==> src/rtl/dma4_pkg.sv <==
package dma4_pkg;
  localparam int NCH     = 4;
  localparam int CH_W    = $clog2(NCH);
  localparam int CNT_W   = 16;
  localparam int PAGE_W  = 8;
  localparam int BUS_W   = CNT_W + PAGE_W;
  localparam int OFF_W   = 4;

  localparam logic [OFF_W-1:0] OFF_STATUS = 4'd8;
  localparam logic [OFF_W-1:0] OFF_MASK   = 4'd10;
  localparam logic [OFF_W-1:0] OFF_MODE   = 4'd11;
  localparam logic [OFF_W-1:0] OFF_CLRPTR = 4'd12;

  typedef enum logic [1:0] {
    XT_VERIFY  = 2'b00,
    XT_TO_MEM  = 2'b01,
    XT_FROM_MEM = 2'b10,
    XT_RSVD    = 2'b11
  } xfer_e;

  localparam logic [1:0] KIND_CASCADE = 2'b11;
endpackage

==> src/rtl/dma4_regif.sv <==
module dma4_regif
  import dma4_pkg::*;
#(
  parameter bit WORD_MODE = 1'b0
) (
  input  logic           clk,
  input  logic           rst_n,
  input  logic           io_wr,
  input  logic           io_rd,
  input  logic [4:0]     io_addr,
  output logic [NCH-1:0] acc_addr,
  output logic [NCH-1:0] acc_cnt,
  output logic           hi_sel,
  output logic           mask_wr,
  output logic           mode_wr,
  output logic           stat_rd,
  output logic           clr_ptr
);
  logic [OFF_W-1:0] off;
  logic             aligned;
  logic             any_acc;
  logic             ptr_q;

  generate
    if (WORD_MODE) begin : g_word
      assign off     = io_addr[4:1];
      assign aligned = ~io_addr[0];
    end else begin : g_byte
      assign off     = io_addr[3:0];
      assign aligned = ~io_addr[4];
    end
  endgenerate

  wire acc = (io_wr | io_rd) & aligned;

  for (genvar c = 0; c < NCH; c++) begin : g_dec
    assign acc_addr[c] = acc && (off == OFF_W'(2*c));
    assign acc_cnt[c]  = acc && (off == OFF_W'(2*c+1));
  end

  assign mask_wr = io_wr & aligned & (off == OFF_MASK);
  assign mode_wr = io_wr & aligned & (off == OFF_MODE);
  assign clr_ptr = io_wr & aligned & (off == OFF_CLRPTR);
  assign stat_rd = io_rd & aligned & (off == OFF_STATUS);
  assign any_acc = |{acc_addr, acc_cnt};

  always_ff @(posedge clk or negedge rst_n) begin
    if (!rst_n)        ptr_q <= 1'b0;
    else if (clr_ptr)  ptr_q <= 1'b0;
    else if (any_acc)  ptr_q <= ~ptr_q;
  end
  assign hi_sel = ptr_q;

  assert_ptr_cleared_R2: assert property (@(posedge clk) disable iff (!rst_n)
    clr_ptr |=> !hi_sel);
  assert_ptr_toggles_R1: assert property (@(posedge clk) disable iff (!rst_n)
    (any_acc && !clr_ptr) |=> (hi_sel != $past(hi_sel)));
endmodule

==> src/rtl/dma4_chan.sv <==
module dma4_chan
  import dma4_pkg::*;
(
  input  logic             clk,
  input  logic             rst_n,
  input  logic             wen,
  input  logic             acc_addr,
  input  logic             acc_cnt,
  input  logic             hi_sel,
  input  logic [7:0]       wdata,
  input  logic             mode_wr,
  input  logic             mask_wr,
  input  logic             page_wr,
  input  logic [PAGE_W-1:0] page_val,
  input  logic             grant,
  input  logic             stat_clr,
  output logic [CNT_W-1:0] cur_addr,
  output logic [CNT_W-1:0] cur_cnt,
  output logic [PAGE_W-1:0] page,
  output logic             masked,
  output logic             tc,
  output logic             cascade,
  output xfer_e            xtype
);
  logic [1:0] kind_q;
  wire last = grant && (cur_cnt == '0);

  always_ff @(posedge clk or negedge rst_n) begin
    if (!rst_n) begin
      cur_addr <= '0;
      cur_cnt  <= '0;
      page     <= '0;
      masked   <= 1'b1;
      tc       <= 1'b0;
      kind_q   <= 2'b00;
      xtype    <= XT_VERIFY;
    end else begin
      if (wen && acc_addr) begin
        if (hi_sel) cur_addr[15:8] <= wdata;
        else        cur_addr[7:0]  <= wdata;
      end else if (grant) begin
        cur_addr <= cur_addr + 1'b1;
      end
      if (wen && acc_cnt) begin
        if (hi_sel) cur_cnt[15:8] <= wdata;
        else        cur_cnt[7:0]  <= wdata;
      end else if (grant) begin
        cur_cnt <= cur_cnt - 1'b1;
      end
      if (page_wr) page <= page_val;
      if (last)         masked <= 1'b1;
      else if (mask_wr) masked <= wdata[2];
      if (last)          tc <= 1'b1;
      else if (stat_clr) tc <= 1'b0;
      if (mode_wr) begin
        kind_q <= wdata[7:6];
        xtype  <= xfer_e'(wdata[3:2]);
      end
    end
  end
  assign cascade = (kind_q == KIND_CASCADE);

  assert_tc_masks_R8: assert property (@(posedge clk) disable iff (!rst_n)
    $rose(tc) |-> masked);
  assert_status_clears_R9: assert property (@(posedge clk) disable iff (!rst_n)
    (stat_clr && !grant) |=> !tc);
endmodule

==> src/rtl/dma4_prio.sv <==
module dma4_prio #(
  parameter int N = 4
) (
  input  logic [N-1:0] req,
  output logic [N-1:0] gnt
);
  always_comb begin
    logic found;
    found = 1'b0;
    gnt   = '0;
    for (int i = 0; i < N; i++) begin
      if (req[i] && !found) begin
        gnt[i] = 1'b1;
        found  = 1'b1;
      end
    end
  end

  always_comb begin
    assert_gnt_onehot_R6: assert ($onehot0(gnt));
    assert_gnt_requested_R6: assert ((gnt & ~req) == '0);
  end
endmodule

==> src/rtl/dma4_ctrl.sv <==
module dma4_ctrl
  import dma4_pkg::*;
#(
  parameter bit WORD_MODE = 1'b0
) (
  input  logic        clk,
  input  logic        rst_n,
  input  logic        io_wr,
  input  logic        io_rd,
  input  logic [4:0]  io_addr,
  input  logic [7:0]  io_wdata,
  output logic [7:0]  io_rdata,
  input  logic        pg_wr,
  input  logic [1:0]  pg_chan,
  input  logic [7:0]  pg_wdata,
  input  logic [3:0]  dreq,
  output logic [3:0]  dack,
  output logic [23:0] mem_addr,
  output logic        mem_rd,
  output logic        mem_wr,
  output logic        up_req,
  input  logic        up_ack
);
  logic [NCH-1:0] acc_addr, acc_cnt;
  logic           hi_sel, mask_wr, mode_wr, stat_rd, clr_ptr;

  logic [CNT_W-1:0]  ch_addr [NCH];
  logic [CNT_W-1:0]  ch_cnt  [NCH];
  logic [PAGE_W-1:0] ch_page [NCH];
  xfer_e             ch_xt   [NCH];
  logic [NCH-1:0]    masked, tc, casc;
  logic [NCH-1:0]    elig, gnt, creq, cgnt;

  dma4_regif #(.WORD_MODE(WORD_MODE)) u_regif (
    .clk(clk), .rst_n(rst_n), .io_wr(io_wr), .io_rd(io_rd), .io_addr(io_addr),
    .acc_addr(acc_addr), .acc_cnt(acc_cnt), .hi_sel(hi_sel), .mask_wr(mask_wr),
    .mode_wr(mode_wr), .stat_rd(stat_rd), .clr_ptr(clr_ptr)
  );

  for (genvar c = 0; c < NCH; c++) begin : g_ch
    dma4_chan u_chan (
      .clk(clk), .rst_n(rst_n), .wen(io_wr),
      .acc_addr(acc_addr[c]), .acc_cnt(acc_cnt[c]), .hi_sel(hi_sel),
      .wdata(io_wdata),
      .mode_wr(mode_wr && (io_wdata[CH_W-1:0] == CH_W'(c))),
      .mask_wr(mask_wr && (io_wdata[CH_W-1:0] == CH_W'(c))),
      .page_wr(pg_wr && (pg_chan == CH_W'(c))), .page_val(pg_wdata),
      .grant(gnt[c]), .stat_clr(stat_rd),
      .cur_addr(ch_addr[c]), .cur_cnt(ch_cnt[c]), .page(ch_page[c]),
      .masked(masked[c]), .tc(tc[c]), .cascade(casc[c]), .xtype(ch_xt[c])
    );
  end

  assign elig = dreq & ~masked & ~casc;
  assign creq = dreq & ~masked & casc;

  dma4_prio #(.N(NCH)) u_prio_xfer (.req(elig), .gnt(gnt));
  dma4_prio #(.N(NCH)) u_prio_casc (.req(creq), .gnt(cgnt));

  always_comb begin
    io_rdata = '0;
    if (stat_rd) io_rdata = {4'b0000, tc};
    for (int c = 0; c < NCH; c++) begin
      if (io_rd && acc_addr[c]) io_rdata = hi_sel ? ch_addr[c][15:8] : ch_addr[c][7:0];
      if (io_rd && acc_cnt[c])  io_rdata = hi_sel ? ch_cnt[c][15:8]  : ch_cnt[c][7:0];
    end
  end

  logic [CH_W-1:0] gidx;
  always_comb begin
    gidx = '0;
    for (int c = 0; c < NCH; c++) if (gnt[c]) gidx = CH_W'(c);
  end

  logic [BUS_W-1:0] next_addr;
  generate
    if (WORD_MODE) begin : g_wa
      assign next_addr = {ch_page[gidx][PAGE_W-1:1], ch_addr[gidx], 1'b0};
    end else begin : g_ba
      assign next_addr = {ch_page[gidx], ch_addr[gidx]};
    end
  endgenerate

  logic [NCH-1:0]   dack_q;
  logic [BUS_W-1:0] addr_q;
  logic             rd_q, wr_q;

  always_ff @(posedge clk or negedge rst_n) begin
    if (!rst_n) begin
      dack_q <= '0;
      addr_q <= '0;
      rd_q   <= 1'b0;
      wr_q   <= 1'b0;
    end else begin
      dack_q <= gnt;
      rd_q   <= (|gnt) && (ch_xt[gidx] == XT_FROM_MEM);
      wr_q   <= (|gnt) && (ch_xt[gidx] == XT_TO_MEM);
      if (|gnt) addr_q <= next_addr;
    end
  end

  assign up_req   = |creq;
  assign dack     = dack_q | (up_ack ? cgnt : '0);
  assign mem_addr = addr_q;
  assign mem_rd   = rd_q;
  assign mem_wr   = wr_q;

  assert_single_ack_R6: assert property (@(posedge clk) disable iff (!rst_n)
    $onehot0(dack_q));
  assert_cascade_no_xfer_R12: assert property (@(posedge clk) disable iff (!rst_n)
    (dack_q & $past(casc)) == '0);
  assert_page_fixed_R10: assert property (@(posedge clk) disable iff (!rst_n)
    (dack_q != '0 && dack_q == $past(dack_q) && !$past(pg_wr, 2) && !$past(pg_wr))
      |-> (addr_q[23:17] == $past(addr_q[23:17])));
  assert_strobe_exclusive_R4: assert property (@(posedge clk) disable iff (!rst_n)
    !(rd_q && wr_q));
endmodule

==> config.mk <==
export PLATFORM = sky130hd
export DESIGN_NAME = dma4_ctrl
export DESIGN_NICKNAME = d
export VERILOG_FILES = /design/src/rtl/dma4_pkg.sv /design/src/rtl/dma4_regif.sv /design/src/rtl/dma4_chan.sv /design/src/rtl/dma4_prio.sv /design/src/rtl/dma4_ctrl.sv
export SDC_FILE = /design/constraint.sdc
export NUM_CORES = 1
export LEC_CHECK = 0
export BUFFER_PORTS_ARGS = -buffer_cell sky130_fd_sc_hd__buf_2
export CORE_MARGIN = 5
export CORE_UTILIZATION = 67
export CTS_CLUSTER_DIAMETER = 200
export DETAILED_ROUTE_END_ITERATION = 8
export PLACE_DENSITY = 0.94
export SLEW_MARGIN = 0
export SYNTH_ARGS = -nofsm -noshare
export SYNTH_HDL_FRONTEND = slang
export SYNTH_HIERARCHICAL = 1
export SYNTH_SLANG_ARGS = --single-unit
==> constraint.sdc <==
create_clock -name clk -period 13.6 [get_ports clk]
set_input_delay 4.08 -clock clk [delete_from_list [all_inputs] [get_ports clk]]
set_output_delay 4.08 -clock clk [all_outputs]
set_load 0.01 [all_outputs]
==> results.yml, run 1 <==
worst_setup_path:
  arrival_ns: 7.11
  path_class: "input pin to output pin"
  worstSetupEndpointType: "output pin"
  cp-start-kind: "input pin"
  cp_max_fo: 37
  crit_required_ns: 9.52
timing:
  final.min_clock_period_ns: 11.19
  finalSetupTns_ns: 0
  hold_violations: 0
  worst_pin_slew_ns: 1.12
  layout_setup_ws_ns: 2.41
  max_clock_freq_ghz: 0.0894
  finalMaxSlewViolations: 0
  rsz0062_at_grt: "no"
  fin_crit_sh_pct: 82.3
  skew_ns: 0.0213
  setup_viol: 0
  slew-limit-headroom_pct: 25.1
logic_synthesis:
  synth_area_mm2: 0.0141
  synth_nets: 1623
  syn_inst: 1582
  ys_warn_count: 6
  post_synth.cell_area_avg_um2: 8.89
routing:
  vias_per_cell: 7.31
  routed_wl_mm: 44.2
  ant_nets: 0
  wire_per_inst_um: 23.3
  drcViolationCount: 21
  drt_iter0_drc: 2276
  first_pass_iters: 9
  vias: 13900
power:
  p_leak_uw: 0.00620
  ir_drop_uv: 108
  switchingPower_uw: 993
  intPower_uw: 1570
  p_clk_share_pct: 27.9
  power_uw: 2560
  power-per-cell-area_mw_per_mm2: 167
  netSwitchingFraction_pct: 38.8
  power_frac_comb_pct: 28.6
  p_seq_share_pct: 43.6
final_layout:
  fin_nets: 1646
  diodes: 0
  drive_gt1_share_pct: 16.4
  area_delta_synth_final_pct: 9.05
  postLayoutCellArea_mm2: 0.0153
clock_network:
  cts_buffers: 25
  postCtsSetupBuffers: 0
  cts-htree-levels: 1
  cts.sinks: 215
  post_cts_resized: 0
  hold_buffers: 0
  clk_pin_slew_ns: 0.06
  clk_path_buf_depth: 3
  cts_tree: "done"
  cts-root-buf: "clkbuf_16"
  insertion_delay_ns: 0.55
place:
  io_buffer_count: 71
  pre_cts_ws_ns: 2.51
  dp_hpwl_mm: 28.4
  placed_cell_area_mm2: 0.0145
  place.gp.congestion: 0.974
die:
  core-area_mm2: 0.0208
  fp.dieW_um: 155
  start_util_pct: 67.6
  dieArea_mm2: 0.0240
  num_rows: 53
  io_pins: 72
  die_h_um: 155
status:
  status: "finished, violations left"
  violations: "design-rule violations"
global_route:
  antenna_found_initial: 1
  overflow: 0
  grt_max_degree: 92
  first_global_vias: 13000
  grt_pass1_wl_mm: 70.1
  grtUsageTotal_pct: 35.9
flow_run:
  cap_viol_max_count: 0
hold_path:
  hp-class: "register to register"
==> path summary, 6_finish.rpt <==
| kind | from | endpoint | slack (ns) | cells after the start |
|---|---|---|---|---|
| worst min-delay path | g_ch[3].u_chan/page[6] | mem_addr[22] | 0.48 | 2 |
| max in group asynchronous | rst_n | g_ch[3].u_chan/cur_addr[7] | 8.54 | 2 |
| worst max register to register | g_ch[1].u_chan/kind_q[0] | g_ch[1].u_chan/cur_addr[15] | 10.12 | 9 |
| worst min register to register | g_ch[3].u_chan/page[6] | mem_addr[22] | 0.48 | 2 |
| min in group asynchronous | rst_n | g_ch[2].u_chan/xtype[1] | 3.59 | 1 |
| worst max-delay path | io_wr | io_rdata[6] | 2.41 | 10 |
==> metal layers <==
metal	vias to the layer above	global-route usage [%]	part of all wire, %
li1	6031	-	-
met1	6593	48.7	37
met2	983	54.3	44
met3	272	8.57	12
met4	2	17.6	6.4
met5	-	0	0.032
==> critical path, stage by stage <==
cell	delay, ns
buf_2	0.47
nor2_1	0.13
or4_4	0.48
nor2_1	0.56
and3b_1	0.34
a221oi_1	0.35
a211oi_1	0.11
a211oi_1	0.27
a31oi_1	0.11
buf_2	0.20
==> state kept, by name, summed over array words and instances (netlist names), 4 cells and up <==
name                  flops
g_ch.u_chan/cur_cnt      64
dack_q                    4
g_ch.u_chan/masked        4
g_ch.u_chan/kind_q        8
g_ch.u_chan/page         32
mem_addr                 24
g_ch.u_chan/tc            4
g_ch.u_chan/xtype         8
g_ch.u_chan/cur_addr     64
==> final cells by class <==
cell class                      count  area [um^2]
Tap cell                          275          344
Clock inverter                      6          109
Fill cell                        1414         5480
Clock buffer                       40          752
Multi-Input combinational cell   1246         8160
Inverter                           31          116
Timing Repair Buffer               86          477
Sequential cell                   215         5390
==> cell usage in the layout (no fill, tap or decap), types with 10 or more instances in the layout <==
master / instances
dfrtp_1: 210
o21ai_0: 170
nand2_1: 151
a21oi_1: 140
nor2_1: 97
mux2i_1: 86
mux2_2: 83
buf_2: 70
nand3_1: 61
nor3_1: 38
inv_1: 31
nand4_1: 28
o22ai_1: 28
clkbuf_16: 25
nor4_1: 23
nor3b_1: 21
or3_1: 20
a2bb2oi_1: 20
a31oi_1: 16
o22a_1: 16
and3_1: 15
buf_4: 15
a211oi_1: 12
a21o_1: 12
and2_1: 12
o21a_1: 12
o41ai_1: 12
and3b_1: 10
==> metrics by stage <==
| stage | utilization [%] | cells | hold slack (ns) |
|---|---|---|---|
| 2_1_floorplan | - | 1582 | 0.449 |
| 3_3_place_gp | 69.6 | 1853 | 0.459 |
| 3_5_place_dp | 69.6 | 1853 | 0.470 |
| 4_1_cts | 73.7 | 1899 | 0.483 |
| 5_1_grt | 73.7 | 1899 | 0.504 |
| 6_report | 73.7 | 1899 | 0.480 |
==> power groups by stage <==
stage	Combinational (uW)	Clock (uW)	Sequential, uW
after CTS	712	710	1100
after detailed placement	699	0	1110
after global placement	669	0	1090
after floorplan	515	0	1020
after global routing	792	740	1140
final	731	713	1120
(Power assumes the default switching activity.)
==> run 2: changes to the inputs <==
Settings changed: CORE_UTILIZATION 67 to 57, PLACE_DENSITY 0.94 to 0.86.
Clock period 13.6 ns to 9.35 ns, I/O delays scaled along.
==> results.yml, run 2 (synthesis results as in run 1) <==
final_layout:
  final_cell_mix: "dfrtp_1 (210), o21ai_0 (172), nand2_1 (151)"
  final_common_cell: "dfrtp_1"
  finalCoreUtilization_pct: 63.4
  fin_nets: 1647
  top_regs: "g_ch.u_chan/cur_addr: 64 flops, g_ch.u_chan/cur_cnt: 64 flops, g_ch.u_chan/page: 32 flops"
  fillers: 1904
  drive_gt1_share_pct: 16.7
  area_delta_synth_final_pct: 9.55
hold_path:
  whs_endpoint: "mem_addr[18]"
  holdPathStages: 2
  hp-class: "register to register"
  min_from: "g_ch[3].u_chan/page[2]"
worst_setup_path:
  r2r_slack_ns: 5.58
  r2r_cells: 8
  cpPeakStageDelay_ns: 0.48
  worstSetupEndpointType: "output pin"
  crit_required_ns: 6.55
  crit_slowest_cell: "nor2_1"
  cp-start-kind: "input pin"
  crit_chain: "buf_2 -> nor2_1 -> or4_4 -> nor2_1 -> o21ai_0 -> a221oi_1 -> nor2_1 -> o31ai_2 -> buf_2"
  arrival_ns: 5.64
  cp_max_fo: 28
  crit_top_cell: "nor2_1"
  path_class: "input pin to output pin"
  r2r-end: "g_ch[2].u_chan/cur_cnt[12]"
  reg2reg_from: "g_ch[2].u_chan/kind_q[0]"
routing:
  ant_nets: 0
  vias_per_cell: 6.90
  drt_iter0_drc: 2078
  wl_met3_mm: 4.88
  top_layer: "met4"
  wire_per_inst_um: 22.0
  drt-met1-wl_mm: 16.8
  routed_wl_mm: 42.9
  drcViolationCount: 0
  first_pass_iters: 6
  dr_wl_met2_mm: 19.3
  vias: 13500
global_route:
  grt_max_degree: 139
  first_global_vias: 12500
  antenna_found_initial: 0
  grtUsageTotal_pct: 29.4
  grt_pass1_wl_mm: 68.3
  overflow: 0
power:
  p_leak_uw: 0.00621
  ir_drop_uv: 196
  power-per-cell-area_mw_per_mm2: 239
clock_network:
  cts_tree: "done"
  hold_buffers: 0
  cts-root-buf: "clkbuf_16"
  postCtsSetupBuffers: 0
  cts-htree-levels: 1
  cts_buffers: 25
  clk_pin_slew_ns: 0.05
  clk_path_buf_depth: 3
  cts.sinks: 215
  insertion_delay_ns: 0.54
  post_cts_resized: 0
die:
  fp.dieW_um: 167
  die_h_um: 167
  io_pins: 72
  num_rows: 57
  dieArea_mm2: 0.0279
  start_util_pct: 57.9
  core-area_mm2: 0.0243
status:
  status: "complete, no violations"
timing:
  finalMaxSlewViolations: 0
  worst_pin_slew_ns: 1.28
  skew_ns: 0.0281
  slew-limit-headroom_pct: 13.9
  final.min_clock_period_ns: 8.44
  finalSetupTns_ns: 0
  rsz0062_at_grt: "no"
  hold_violations: 0
  max_clock_freq_ghz: 0.118
  fin_crit_sh_pct: 90.3
  setup_viol: 0
place:
  dp_hpwl_mm: 27.9
  place.gp.congestion: 0.963
  io_buffer_count: 71
flow_run:
  cap_viol_max_count: 0
-- run 2: cell count changes in the layout (fill, tap and decap cells not counted), sizes merged --
cell,previous run,this run
clkbuf,41,36
clkinv,2,5
buf,85,87
clkinvlp,0,1
diode,0,1
-- run 2: worst max-delay path by stage --
stage / startpoint / end / slack (ns) / cells after the start
detailed placement: io_rd / io_rdata[2] / 0.94 / 9
CTS: io_rd / io_rdata[2] / 0.94 / 9
global route: io_rd / io_rdata[5] / 0.67 / 10
global placement: io_rd / io_rdata[2] / 1.02 / 9
floorplan: io_addr[2] / io_rdata[0] / 1.80 / 7
finish: io_rd / io_rdata[2] / 0.91 / 9
-- run 2: area by class of cell --
type,instances,area (um^2),share of cell area [%]
clock inverter,10,131,0.852
sequential,215,5390,35.0
timing repair buffer,87,485,3.15
antenna,1,2.50,0.0162
multi-input combinational,1246,8160,52.9
tap,324,405,2.63
clock buffer,36,727,4.72
inverter,31,116,0.755
-- run 2: report_power, final --
| part | switching, uW | internal, uW |
|---|---|---|
| Sequential | 449 | 1180 |
| Combinational | 566 | 469 |
| Clock | 404 | 622 |
| Total | 1420 | 2270 |
-- run 2: through the flow --
step | instances | power [uW] | worst slack (ns) | hold WS (ns) | area, um^2
6_report | 1950 | 3690 | 0.909 | 0.483 | 15400
5_1_grt | 1949 | 3870 | 0.672 | 0.504 | 15400
4_1_cts | 1949 | 3660 | 0.937 | 0.482 | 15400
3_5_place_dp | 1903 | 2620 | 0.944 | 0.470 | 14600
3_3_place_gp | 1903 | 2570 | 1.02 | 0.459 | 14600
2_1_floorplan | 1582 | 2230 | 1.80 | 0.449 | 14100
-- run 2: critical path: cells and delay by family --
| kind | cells | cell delay, ns |
|---|---|---|
| AOI/OAI and AO/OA | 3 | 1.05 |
| buffers and inverters | 2 | 0.57 |
| and+or+nand+nor | 4 | 1.21 |
-- run 2: routing by layer --
layer  vias to the layer above  GRT usage [%]
met4                         0           12.1
met1                      6432           41.3
met2                       829           44.4
met3                       163           6.36
met5                         -              0
li1                       6038              -
